[src/rtl/irq_regwin_pkg.sv]
`timescale 1ns/1ps
package irq_regwin_pkg;
  localparam int ENTRY_W    = 64;
  localparam int B_DELIV    = 12;
  localparam int B_REMOTE   = 14;
  localparam int B_LEVEL    = 15;
  localparam int B_MASK     = 16;
  localparam logic [7:0] OFF_SEL = 8'h00;
  localparam logic [7:0] OFF_WIN = 8'h10;
  localparam logic [7:0] IDX_ID  = 8'h00;
  localparam logic [7:0] IDX_VER = 8'h01;
  localparam logic [7:0] IDX_ARB = 8'h02;
  localparam logic [7:0] IDX_TBL = 8'h10;
  localparam logic [ENTRY_W-1:0] ENTRY_RST = 64'h0000_0000_0001_0000;
endpackage

[src/rtl/irq_regwin_decode.sv]
`timescale 1ns/1ps
module irq_regwin_decode
  import irq_regwin_pkg::*;
#(
  parameter int NPINS = 24
) (
  input  logic [7:0] sel_i,
  output logic       is_ver_o,
  output logic       is_idrd_o,
  output logic       is_idwr_o,
  output logic       hit_o,
  output logic       hi_o,
  output logic [6:0] idx_o
);
  logic [7:0] off;
  logic       is_tbl;

  assign off       = sel_i - IDX_TBL;
  assign is_tbl    = (sel_i >= IDX_TBL);
  assign idx_o     = off[7:1];
  assign hi_o      = off[0];
  assign hit_o     = is_tbl && (int'(idx_o) < NPINS);
  assign is_ver_o  = (sel_i == IDX_VER);
  assign is_idwr_o = (sel_i == IDX_ID);
  assign is_idrd_o = (sel_i == IDX_ID) || (sel_i == IDX_ARB);
endmodule

[src/rtl/irq_regwin_entry.sv]
`timescale 1ns/1ps
module irq_regwin_entry
  import irq_regwin_pkg::*;
(
  input  logic               clk,
  input  logic               rst,
  input  logic               we_i,
  input  logic               hi_i,
  input  logic [31:0]        wdata_i,
  input  logic               st_we_i,
  input  logic               st_deliv_i,
  input  logic               st_remote_i,
  output logic [ENTRY_W-1:0] q_o,
  output logic               nmask_o,
  output logic               nlevel_o,
  output logic               nremote_o
);
  logic [ENTRY_W-1:0] merged;

  always_comb begin
    merged = hi_i ? {wdata_i, q_o[31:0]} : {q_o[63:32], wdata_i};
    merged[B_DELIV]  = q_o[B_DELIV];
    merged[B_REMOTE] = merged[B_LEVEL] ? q_o[B_REMOTE] : 1'b0;
  end

  assign nmask_o   = merged[B_MASK];
  assign nlevel_o  = merged[B_LEVEL];
  assign nremote_o = merged[B_REMOTE];

  always_ff @(posedge clk) begin
    if (rst) begin
      q_o <= ENTRY_RST;
    end else if (we_i) begin
      q_o <= merged;
    end else if (st_we_i) begin
      q_o[B_DELIV]  <= st_deliv_i;
      q_o[B_REMOTE] <= st_remote_i;
    end
  end

  assert_keep_status_R7: assert property (@(posedge clk) disable iff (rst)
    we_i |=> (q_o[B_DELIV] == $past(q_o[B_DELIV])));

  assert_edge_clear_R8: assert property (@(posedge clk) disable iff (rst)
    we_i |=> (q_o[B_LEVEL] || !q_o[B_REMOTE]));
endmodule

[src/rtl/irq_regwin.sv]
`timescale 1ns/1ps
module irq_regwin
  import irq_regwin_pkg::*;
#(
  parameter int         NPINS   = 24,
  parameter logic [7:0] VERSION = 8'h11,
  localparam int        PIN_W   = (NPINS > 1) ? $clog2(NPINS) : 1
) (
  input  logic             clk,
  input  logic             rst,
  input  logic             acc_i,
  input  logic             wr_i,
  input  logic [7:0]       addr_i,
  input  logic [31:0]      wdata_i,
  output logic             rd_valid_o,
  output logic [31:0]      rd_data_o,
  input  logic [NPINS-1:0] line_i,
  input  logic             stat_we_i,
  input  logic [PIN_W-1:0] stat_pin_i,
  input  logic             stat_deliv_i,
  input  logic             stat_remote_i,
  output logic             mchg_valid_o,
  output logic [PIN_W-1:0] mchg_pin_o,
  output logic             mchg_mask_o,
  output logic             svc_valid_o,
  output logic [PIN_W-1:0] svc_pin_o
);
  localparam logic [7:0] TOP_PIN = 8'(NPINS - 1);

  logic [7:0]         sel_q;
  logic [3:0]         id_q;
  logic [NPINS-1:0]   pend_q;
  logic               is_ver, is_idrd, is_idwr, hit, hi;
  logic [6:0]         idx;
  logic [PIN_W-1:0]   pin;
  logic               win_wr, sel_wr;
  logic [ENTRY_W-1:0] q_arr     [NPINS];
  logic [NPINS-1:0]   nmask_v, nlevel_v, nremote_v, mask_v;
  logic [31:0]        rd_mux;

  assign win_wr = acc_i && wr_i && (addr_i == OFF_WIN);
  assign sel_wr = acc_i && wr_i && (addr_i == OFF_SEL);
  assign pin    = idx[PIN_W-1:0];

  irq_regwin_decode #(.NPINS(NPINS)) u_dec (
    .sel_i(sel_q), .is_ver_o(is_ver), .is_idrd_o(is_idrd), .is_idwr_o(is_idwr),
    .hit_o(hit), .hi_o(hi), .idx_o(idx)
  );

  for (genvar i = 0; i < NPINS; i++) begin : g_ent
    logic we_e, st_e;
    assign we_e = win_wr && hit && (pin == PIN_W'(i));
    assign st_e = stat_we_i && (stat_pin_i == PIN_W'(i)) && !we_e;
    irq_regwin_entry u_ent (
      .clk(clk), .rst(rst), .we_i(we_e), .hi_i(hi), .wdata_i(wdata_i),
      .st_we_i(st_e), .st_deliv_i(stat_deliv_i), .st_remote_i(stat_remote_i),
      .q_o(q_arr[i]), .nmask_o(nmask_v[i]), .nlevel_o(nlevel_v[i]),
      .nremote_o(nremote_v[i])
    );
    assign mask_v[i] = q_arr[i][B_MASK];
  end

  always_comb begin
    rd_mux = 32'h0;
    if (addr_i == OFF_SEL) begin
      rd_mux = {24'h0, sel_q};
    end else if (addr_i == OFF_WIN) begin
      if (is_ver)       rd_mux = {8'h0, TOP_PIN, 8'h0, VERSION};
      else if (is_idrd) rd_mux = {4'h0, id_q, 24'h0};
      else if (hit)     rd_mux = hi ? q_arr[pin][63:32] : q_arr[pin][31:0];
      else              rd_mux = 32'hFFFF_FFFF;
    end
  end

  always_ff @(posedge clk) begin
    if (rst) begin
      sel_q        <= '0;
      id_q         <= '0;
      pend_q       <= '0;
      rd_valid_o   <= 1'b0;
      rd_data_o    <= '0;
      mchg_valid_o <= 1'b0;
      mchg_pin_o   <= '0;
      mchg_mask_o  <= 1'b0;
      svc_valid_o  <= 1'b0;
      svc_pin_o    <= '0;
    end else begin
      pend_q     <= line_i;
      rd_valid_o <= acc_i && !wr_i;
      if (acc_i && !wr_i) rd_data_o <= rd_mux;
      if (sel_wr) sel_q <= wdata_i[7:0];
      if (win_wr && is_idwr) id_q <= wdata_i[27:24];
      mchg_valid_o <= win_wr && hit && (nmask_v[pin] != mask_v[pin]);
      mchg_pin_o   <= pin;
      mchg_mask_o  <= nmask_v[pin];
      svc_valid_o  <= win_wr && hit && nlevel_v[pin] && !nmask_v[pin]
                      && !nremote_v[pin] && pend_q[pin];
      svc_pin_o    <= pin;
    end
  end

  assert_sel_store_R1: assert property (@(posedge clk) disable iff (rst)
    sel_wr |=> (sel_q == $past(wdata_i[7:0])));

  assert_rd_valid_R2: assert property (@(posedge clk) disable iff (rst)
    (acc_i && !wr_i) |=> rd_valid_o);

  assert_rd_quiet_R2: assert property (@(posedge clk) disable iff (rst)
    !(acc_i && !wr_i) |=> !rd_valid_o);

  assert_reset_mask_R9: assert property (@(posedge clk) disable iff (rst)
    $past(rst) |-> (&mask_v));

  assert_mchg_cause_R10: assert property (@(posedge clk) disable iff (rst)
    mchg_valid_o |-> $past(win_wr));

  assert_svc_cause_R11: assert property (@(posedge clk) disable iff (rst)
    svc_valid_o |-> $past(win_wr));
endmodule

[config.mk]
export PLATFORM = sky130hd
export DESIGN_NAME = irq_regwin
export DESIGN_NICKNAME = d
export VERILOG_FILES = /design/src/rtl/irq_regwin_pkg.sv /design/src/rtl/irq_regwin_decode.sv /design/src/rtl/irq_regwin_entry.sv /design/src/rtl/irq_regwin.sv
export SDC_FILE = /design/constraint.sdc
export NUM_CORES = 2
export LEC_CHECK = 0
export BUFFER_PORTS_ARGS = -buffer_cell sky130_fd_sc_hd__clkbuf_2
export CELL_PAD_IN_SITES_DETAIL_PLACEMENT = 1
export CELL_PAD_IN_SITES_GLOBAL_PLACEMENT = 2
export CORE_MARGIN = 3
export CORE_UTILIZATION = 42
export CTS_CLUSTER_DIAMETER = 40
export CTS_CLUSTER_SIZE = 10
export DETAILED_ROUTE_END_ITERATION = 8
export PLACE_DENSITY_LB_ADDON = 0.1
export SKIP_LAST_GASP = 1
export SYNTH_ARGS = -nofsm -noshare
export SYNTH_HDL_FRONTEND = slang
export SYNTH_SLANG_ARGS = --single-unit
[constraint.sdc]
create_clock -name clk -period 6.45 [get_ports clk]
set_input_delay 0 -clock clk [delete_from_list [all_inputs] [get_ports clk]]
set_output_delay 0 -clock clk [all_outputs]
set_load 0.1 [all_outputs]
# ---- After elaboration in Yosys (flattened, before gate mapping)
# Index checks and enable logic that the tools add are counted.
dict set report op_classes {
  add_sub_neg 1
  n_lt_le_gt_ge 4
  n_eq_ne 50
  muxes 115
  bitwise 26
  n_reduce_logical 212
}
# op n
set op_table {}
lappend op_table {{$mux 17} 24}
lappend op_table {{$bmux 64 s5} 1}
lappend op_table {{$mux 32} 6}
lappend op_table {{$reduce_and 2->1} 72}
lappend op_table {{$mux 64} 2}
lappend op_table {{$logic_and 1x1->1} 84}
lappend op_table {{$eq 5x4->1 const B} 16}
lappend op_table {{$eq 5x5->1 const B} 16}
lappend op_table {{$mux 1} 77}
lappend op_table {{$reduce_bool 2->1} 24}
lappend op_table {{$eq 5x3->1 const B} 8}
lappend op_table {{$logic_not 1->1} 27}
lappend op_table {{$bmux 1 s5} 5}
lappend op_table {{$not 1->1} 25}
lappend op_table {{$eq 5x2->1 const B} 4}
lappend op_table {{$logic_not 8->1} 2}
lappend op_table {{$eq 5x1->1 const B} 2}
lappend op_table {{$logic_not 5->1} 2}
lappend op_table {{$eq 8x1->1 const B} 1}
lappend op_table {{$eq 8x2->1 const B} 1}
lappend op_table {{$eq 8x5->1 const B} 1}
lappend op_table {{$ge 8x5->1 const B} 1}
lappend op_table {{$sub 8x5->8 const B} 1}
lappend op_table {{$lt 7x5->1 const B} 1}
lappend op_table {{5 further kinds} 5}
dict set report word_totals {
  reg_bits 1613
  input_bits 76
  output_inout_bits 46
  wordCells 537
}

# ---- Depth between registers and ports, before layout
dict set report depth {
  ltp_word 11
  ltp_mapped 14
}

# ---- Hierarchy
# From an unflattened synthesis, not the netlist that was laid out.
dict set report unflattened {
  hier_cells 8288
  hier_area_um2 73669.4
}
# mod n_inst cells_each area_per_inst_um2 seq_area_each_um2
set by_module_without_submodules {}
lappend by_module_without_submodules {irq_regwin_entry 24 284 2363.5 1281.2}
lappend by_module_without_submodules {irq_regwin 1 1450 16759.8 1541.5}
lappend by_module_without_submodules {irq_regwin_decode 1 22 185.2 0.0}

# ---- Worst setup path before layout
# OpenSTA, ideal clock, no wires.
dict set report synth_timing {
  path_kind {flip-flop to flip-flop}
  start {register sel_q[4]}
  end {register rd_data_o[13]}
  t_arrival_ps 3094
  path_slack_ps 3238
  stages_incl_launch_ff 14
  path_cell_list {dfxtp_1 > buf_2 > inv_2 > buf_1 > ha_1 > buf_2 > inv_1 > clkbuf_1 > clkbuf_1 > clkbuf_1 > mux2i_1 > o211ai_1 > a22oi_1 > nand2_1}
}
dict set report synth_via {
  elab_chain_cells 11
  word_cells_on_any_way 18
}
# item line_no
set synth_lines {}
lappend synth_lines {{start: declaration} irq_regwin.sv:30} ;# logic [7:0] sel_q;
lappend synth_lines {{start signal: assignment} irq_regwin.sv:91} ;# if (sel_wr) sel_q <= wdata_i[7:0];
lappend synth_lines {{$sub 8x5->8 *} irq_regwin_decode.sv:18} ;# assign off = sel_i - IDX_TBL;
lappend synth_lines {{net idx[3]} irq_regwin.sv:34} ;# logic [6:0] idx;
lappend synth_lines {{$not 5->6 (not written as such)} irq_regwin.sv:70} ;# else if (hit) rd_mux = hi ? q_arr[pin][63:32] : q_arr[pin][31:0];
lappend synth_lines {{$bmux 64 s5} irq_regwin.sv:70}
lappend synth_lines {{$mux 64 (not written as such) (2 in series)} irq_regwin.sv:70}
lappend synth_lines {{$mux 32} irq_regwin.sv:70}
lappend synth_lines {{$mux 32 *} irq_regwin.sv:70}
lappend synth_lines {{$mux 32 *} irq_regwin.sv:69} ;# else if (is_idrd) rd_mux = {4'h0, id_q, 24'h0};
lappend synth_lines {{$mux 32 *} irq_regwin.sv:68} ;# if (is_ver) rd_mux = {8'h0, TOP_PIN, 8'h0, VERSION};
lappend synth_lines {{$mux 32 *} irq_regwin.sv:67} ;# end else if (addr_i == OFF_WIN) begin
lappend synth_lines {{$mux 32 *} irq_regwin.sv:65} ;# if (addr_i == OFF_SEL) begin
lappend synth_lines {{end signal: assignment} irq_regwin.sv:90} ;# if (acc_i && !wr_i) rd_data_o <= rd_mux;
lappend synth_lines {{end: declaration} irq_regwin.sv:16} ;# output logic [31:0] rd_data_o,
# Mark *: on every way through the listed nets, which the timed path passes. The rest lies on a longest branch. The select of a mux whose other input is x is not followed.
# A chain may end at the register's enable or synchronous reset.

# ---- Worst setup path after layout
dict set report layout_timing {
  start {register sel_q[4]}
  end {register g_ent[3].u_ent.q_o[14]}
}
dict set report layout_via {
  elab_chain_cells 8
  word_cells_on_any_way 11
}
# item line_no
set layout_lines {}
lappend layout_lines {{$sub 8x5->8} irq_regwin_decode.sv:18}
lappend layout_lines {{$lt 7x5->1} irq_regwin_decode.sv:22} ;# assign hit_o = is_tbl && (int'(idx_o) < NPINS);
lappend layout_lines {{$logic_and 1x1->1} irq_regwin_decode.sv:22}
lappend layout_lines {{$logic_and 1x1->1} irq_regwin.sv:52} ;# assign we_e = win_wr && hit && (pin == PIN_W'(i));
lappend layout_lines {{$logic_and 1x1->1 *} irq_regwin.sv:52}
lappend layout_lines {{$logic_not 1->1} irq_regwin.sv:53} ;# assign st_e = stat_we_i && (stat_pin_i == PIN_W'(i)) && !we_e;
lappend layout_lines {{$logic_and 1x1->1} irq_regwin.sv:53}
lappend layout_lines {{$reduce_bool 2->1 (no line)} n/a}
lappend layout_lines {{end signal: assignment} irq_regwin_entry.sv:34} ;# q_o <= merged;
lappend layout_lines {{end signal: indexed assignment} irq_regwin_entry.sv:36} ;# q_o[B_DELIV] <= st_deliv_i;
lappend layout_lines {{end signal: indexed assignment} irq_regwin_entry.sv:37} ;# q_o[B_REMOTE] <= st_remote_i;
lappend layout_lines {{end: declaration} irq_regwin_entry.sv:13} ;# output logic [ENTRY_W-1:0] q_o,
# Every way passes the cells marked *; elsewhere a longest branch is shown, timed or not.

==> flow_summary.ini <==
[cts]
numCtsBuffers = 287
cts_max_level = 5
ctsResizeCount = 0
path_clk_slew_ns = 0.05
clock_path_buffers = 4
clk_latency_ns = 0.91
cts_hold_buf = 127
clockRootBuffer = clkbuf_16
cts_tree = built
cts.sinks = 1613
post_cts.repair.setup_buffers = 0

[critical_path]
critPathMaxFanout = 28
cp_data_arrival_time_ns = 5.88
worstSetupEndpointType = register
worstRegToRegCells = 11
rrSetupSlack_ns = 1.34
reg2reg_from = sel_q[4]
reg2reg_to = g_ent[3].u_ent.q_o[14]
required_ns = 7.22
crit_type = register to register
crit_path_start_kind = register

[detailed_routing]
wl_um = 303000
ant_nets = 0
drc = 0
detail_route.vias_per_cell = 6.020
wl_per_cell_um = 28.66
drt-initial-drc-count = 6096
dr.pass1.iters = 5
route.vias.total = 63653

[finish]
layout-drive-gt1-share_pct = 15.27
multi_input_area_um2 = 34030
fill_cells = 18724
stdcell_area_um2 = 82190
area_growth_pct = 18.28
fin_cells = 10574
layout_commonest_cell = nand2_1
layout_common_cells = 3,073 x nand2_1, 1,608 x dfxtp_1, 1,513 x a21oi_1
ff_latch_area_um2 = 32300
layout.nets = 8276

[placement]
port_buffers = 121
gp_congestion = 0.9114
post_dp_cell_area_um2 = 71250
placedCellCount = 9957
dpl.hpwl_um = 172600

[floorplanning]
die_area_um2 = 170400
die_h_um = 412.8
pin_count = 122
core_um2 = 163500
std_cell_rows = 148
die_x_um = 412.8
initial_utilization_pct = 42.50

[synthesis]
synth-edff-count = 0
synthCells = 8280
netlist-cell-type-count = 73
synth.ff_latch_count = 1613
syn_area_um2 = 69490
yosysWarnings = 0
synth_fp_nets = 8358
ys.flop_type = dfxtp_1
syn_avg_cell_area_um2 = 8.392
ys_seq_area_share_pct = 46.47
ys_async_sr_fraction_pct = 0

[global_route]
track_usage_pct = 34.92
grt_pass1_vias = 65144
grt_max_degree = 221
grt_pass1_wl_um = 443200
overflow = 0
antenna_found_initial = 16

[worst_hold_path]
hold_class = input pin to register
hold_end = g_ent[0].u_ent.q_o[14]
whs_path_depth = 4
hp-start = stat_remote_i

[sta]
worstMarginPinSlew_ns = 1.452
slew-limit-headroom_pct = 2.423
finalHoldViolations = 0
fin_crit_sh_pct = 79.26
slew_violations = 0
finalSetupTns_ns = 0
finalClockSkew_ns = 0.03651
period_needed_ns = 5.112
fmax_mhz = 195.6
setup_viol_count_final = 0
grt_setup_unrepaired = no

[power]
cellLeakagePower_nw = 26.74
peakVddDrop_mv = 0.3306
powerDensity_nw_per_um2 = 317.2

[outcome]
outcome = finished, violations left
violations = max-capacitance violations

[job]
maxCapViolCount = 1
==> worst max path at each step <==
stage	startpoint	endpoint	slack, ns	depth (start not counted)
final	sel_q[4]	g_ent[3].u_ent.q_o[14]	1.34	11
after global routing	sel_q[4]	g_ent[3].u_ent.q_o[14]	1.39	11
after CTS	sel_q[4]	g_ent[3].u_ent.q_o[14]	1.62	11
after detailed placement	sel_q[4]	g_ent[8].u_ent.q_o[21]	2.14	10
after global placement	sel_q[4]	g_ent[3].u_ent.q_o[14]	2.36	9
after floorplan	sel_q[4]	rd_data_o[13]	3.24	13
==> flip-flops by register name (all words and copies together) (netlist names) <==
signal	count
g_ent.u_ent.q_o	1536
rd_data_o	32
pend_q	24
sel_q	8
svc_pin_o	5
id_q	4
mchg_mask_o	1
mchg_valid_o	1
rd_valid_o	1
svc_valid_o	1
==> where the power goes <==
part	switching, mW	total, mW	internal [mW]
combinational	0.542	0.667	0.125
clock	5.28	15.4	10.1
sequential	0.0141	10.0	9.99
total	5.83	26.1	20.2
==> layout make-up <==
cell class	instances	area share (%)
clock buffer	384	10.04
multi-input combinational	5847	41.40
clock inverter	102	1.699
antenna	4	0.01218
tap	2175	3.311
timing repair buffer	430	4.156
inverter	19	0.08677
sequential	1613	39.30
==> through the flow <==
| step | hold WS, ns | utilization, % | total power [mW] | setup WS (ns) |
|---|---|---|---|---|
| detailed placement | 0.2184 | 43.58 | 10.80 | 2.139 |
| finish | 0.08006 | 50.27 | 26.07 | 1.338 |
| CTS | 0.01916 | 50.25 | 26.19 | 1.620 |
| global route | 0.08150 | 50.26 | 26.72 | 1.395 |
| global placement | 0.2147 | 43.58 | 10.80 | 2.365 |
| floorplan | 0.1282 | - | 10.53 | 3.238 |
==> kinds of logic (layout without fill, tap and decap cells) <==
kind of cell	count (synthesis)	in the layout	share of synthesized area, %
AOI/OAI and AO/OA	1827	1827	14.22
xor gates and xnor gates	2	2	0.02521
adders and majority gates	2	2	0.03601
buffers and inverters	820	935	5.026
DFF	1613	1613	46.47
muxes	518	518	14.30
other	0	4	0
and+or+nand+nor	3498	3498	19.92
==> cells in the mapped netlist (all sizes together), types with 39 or more instances <==
cell type | count | area [µm²]
nand2 | 3093 | 11610
dfxtp | 1613 | 32290
a21oi | 1517 | 7607
clkbuf | 530 | 1989
mux4 | 376 | 8468
buf | 271 | 1431
nor2 | 134 | 503.0
a22oi | 107 | 803.3
mux2i | 103 | 1031
nand3 | 87 | 435.4
nor3 | 63 | 437.9
o21ai | 54 | 270.3
mux2 | 39 | 439.2
nor2b | 39 | 244.0
==> critical path: stages, from the launching register on <==
cell and delay, ns:
dfxtp_2 0.49, inv_2 0.07, buf_4 0.34, ha_1 0.33
nor3_2 0.24, a31oi_2 0.37, nor4_2 1.29, a21oi_1 0.37
nand2_1 0.19, dlygate4sd3_1 0.59, a21oi_1 0.07, dlygate4sd3_1 0.61
==> layer usage <==
layer / vias up / part of all wire, % / GRT usage, %
li1: 27903 / - / -
met2: 2512 / 45 / 55.01
met1: 32519 / 42 / 46.20
met5: - / 0.0066 / 0
met4: 2 / 5.5 / 17.14
met3: 717 / 7.6 / 6.269
No activity file was read; power rests on OpenSTA's default activity.
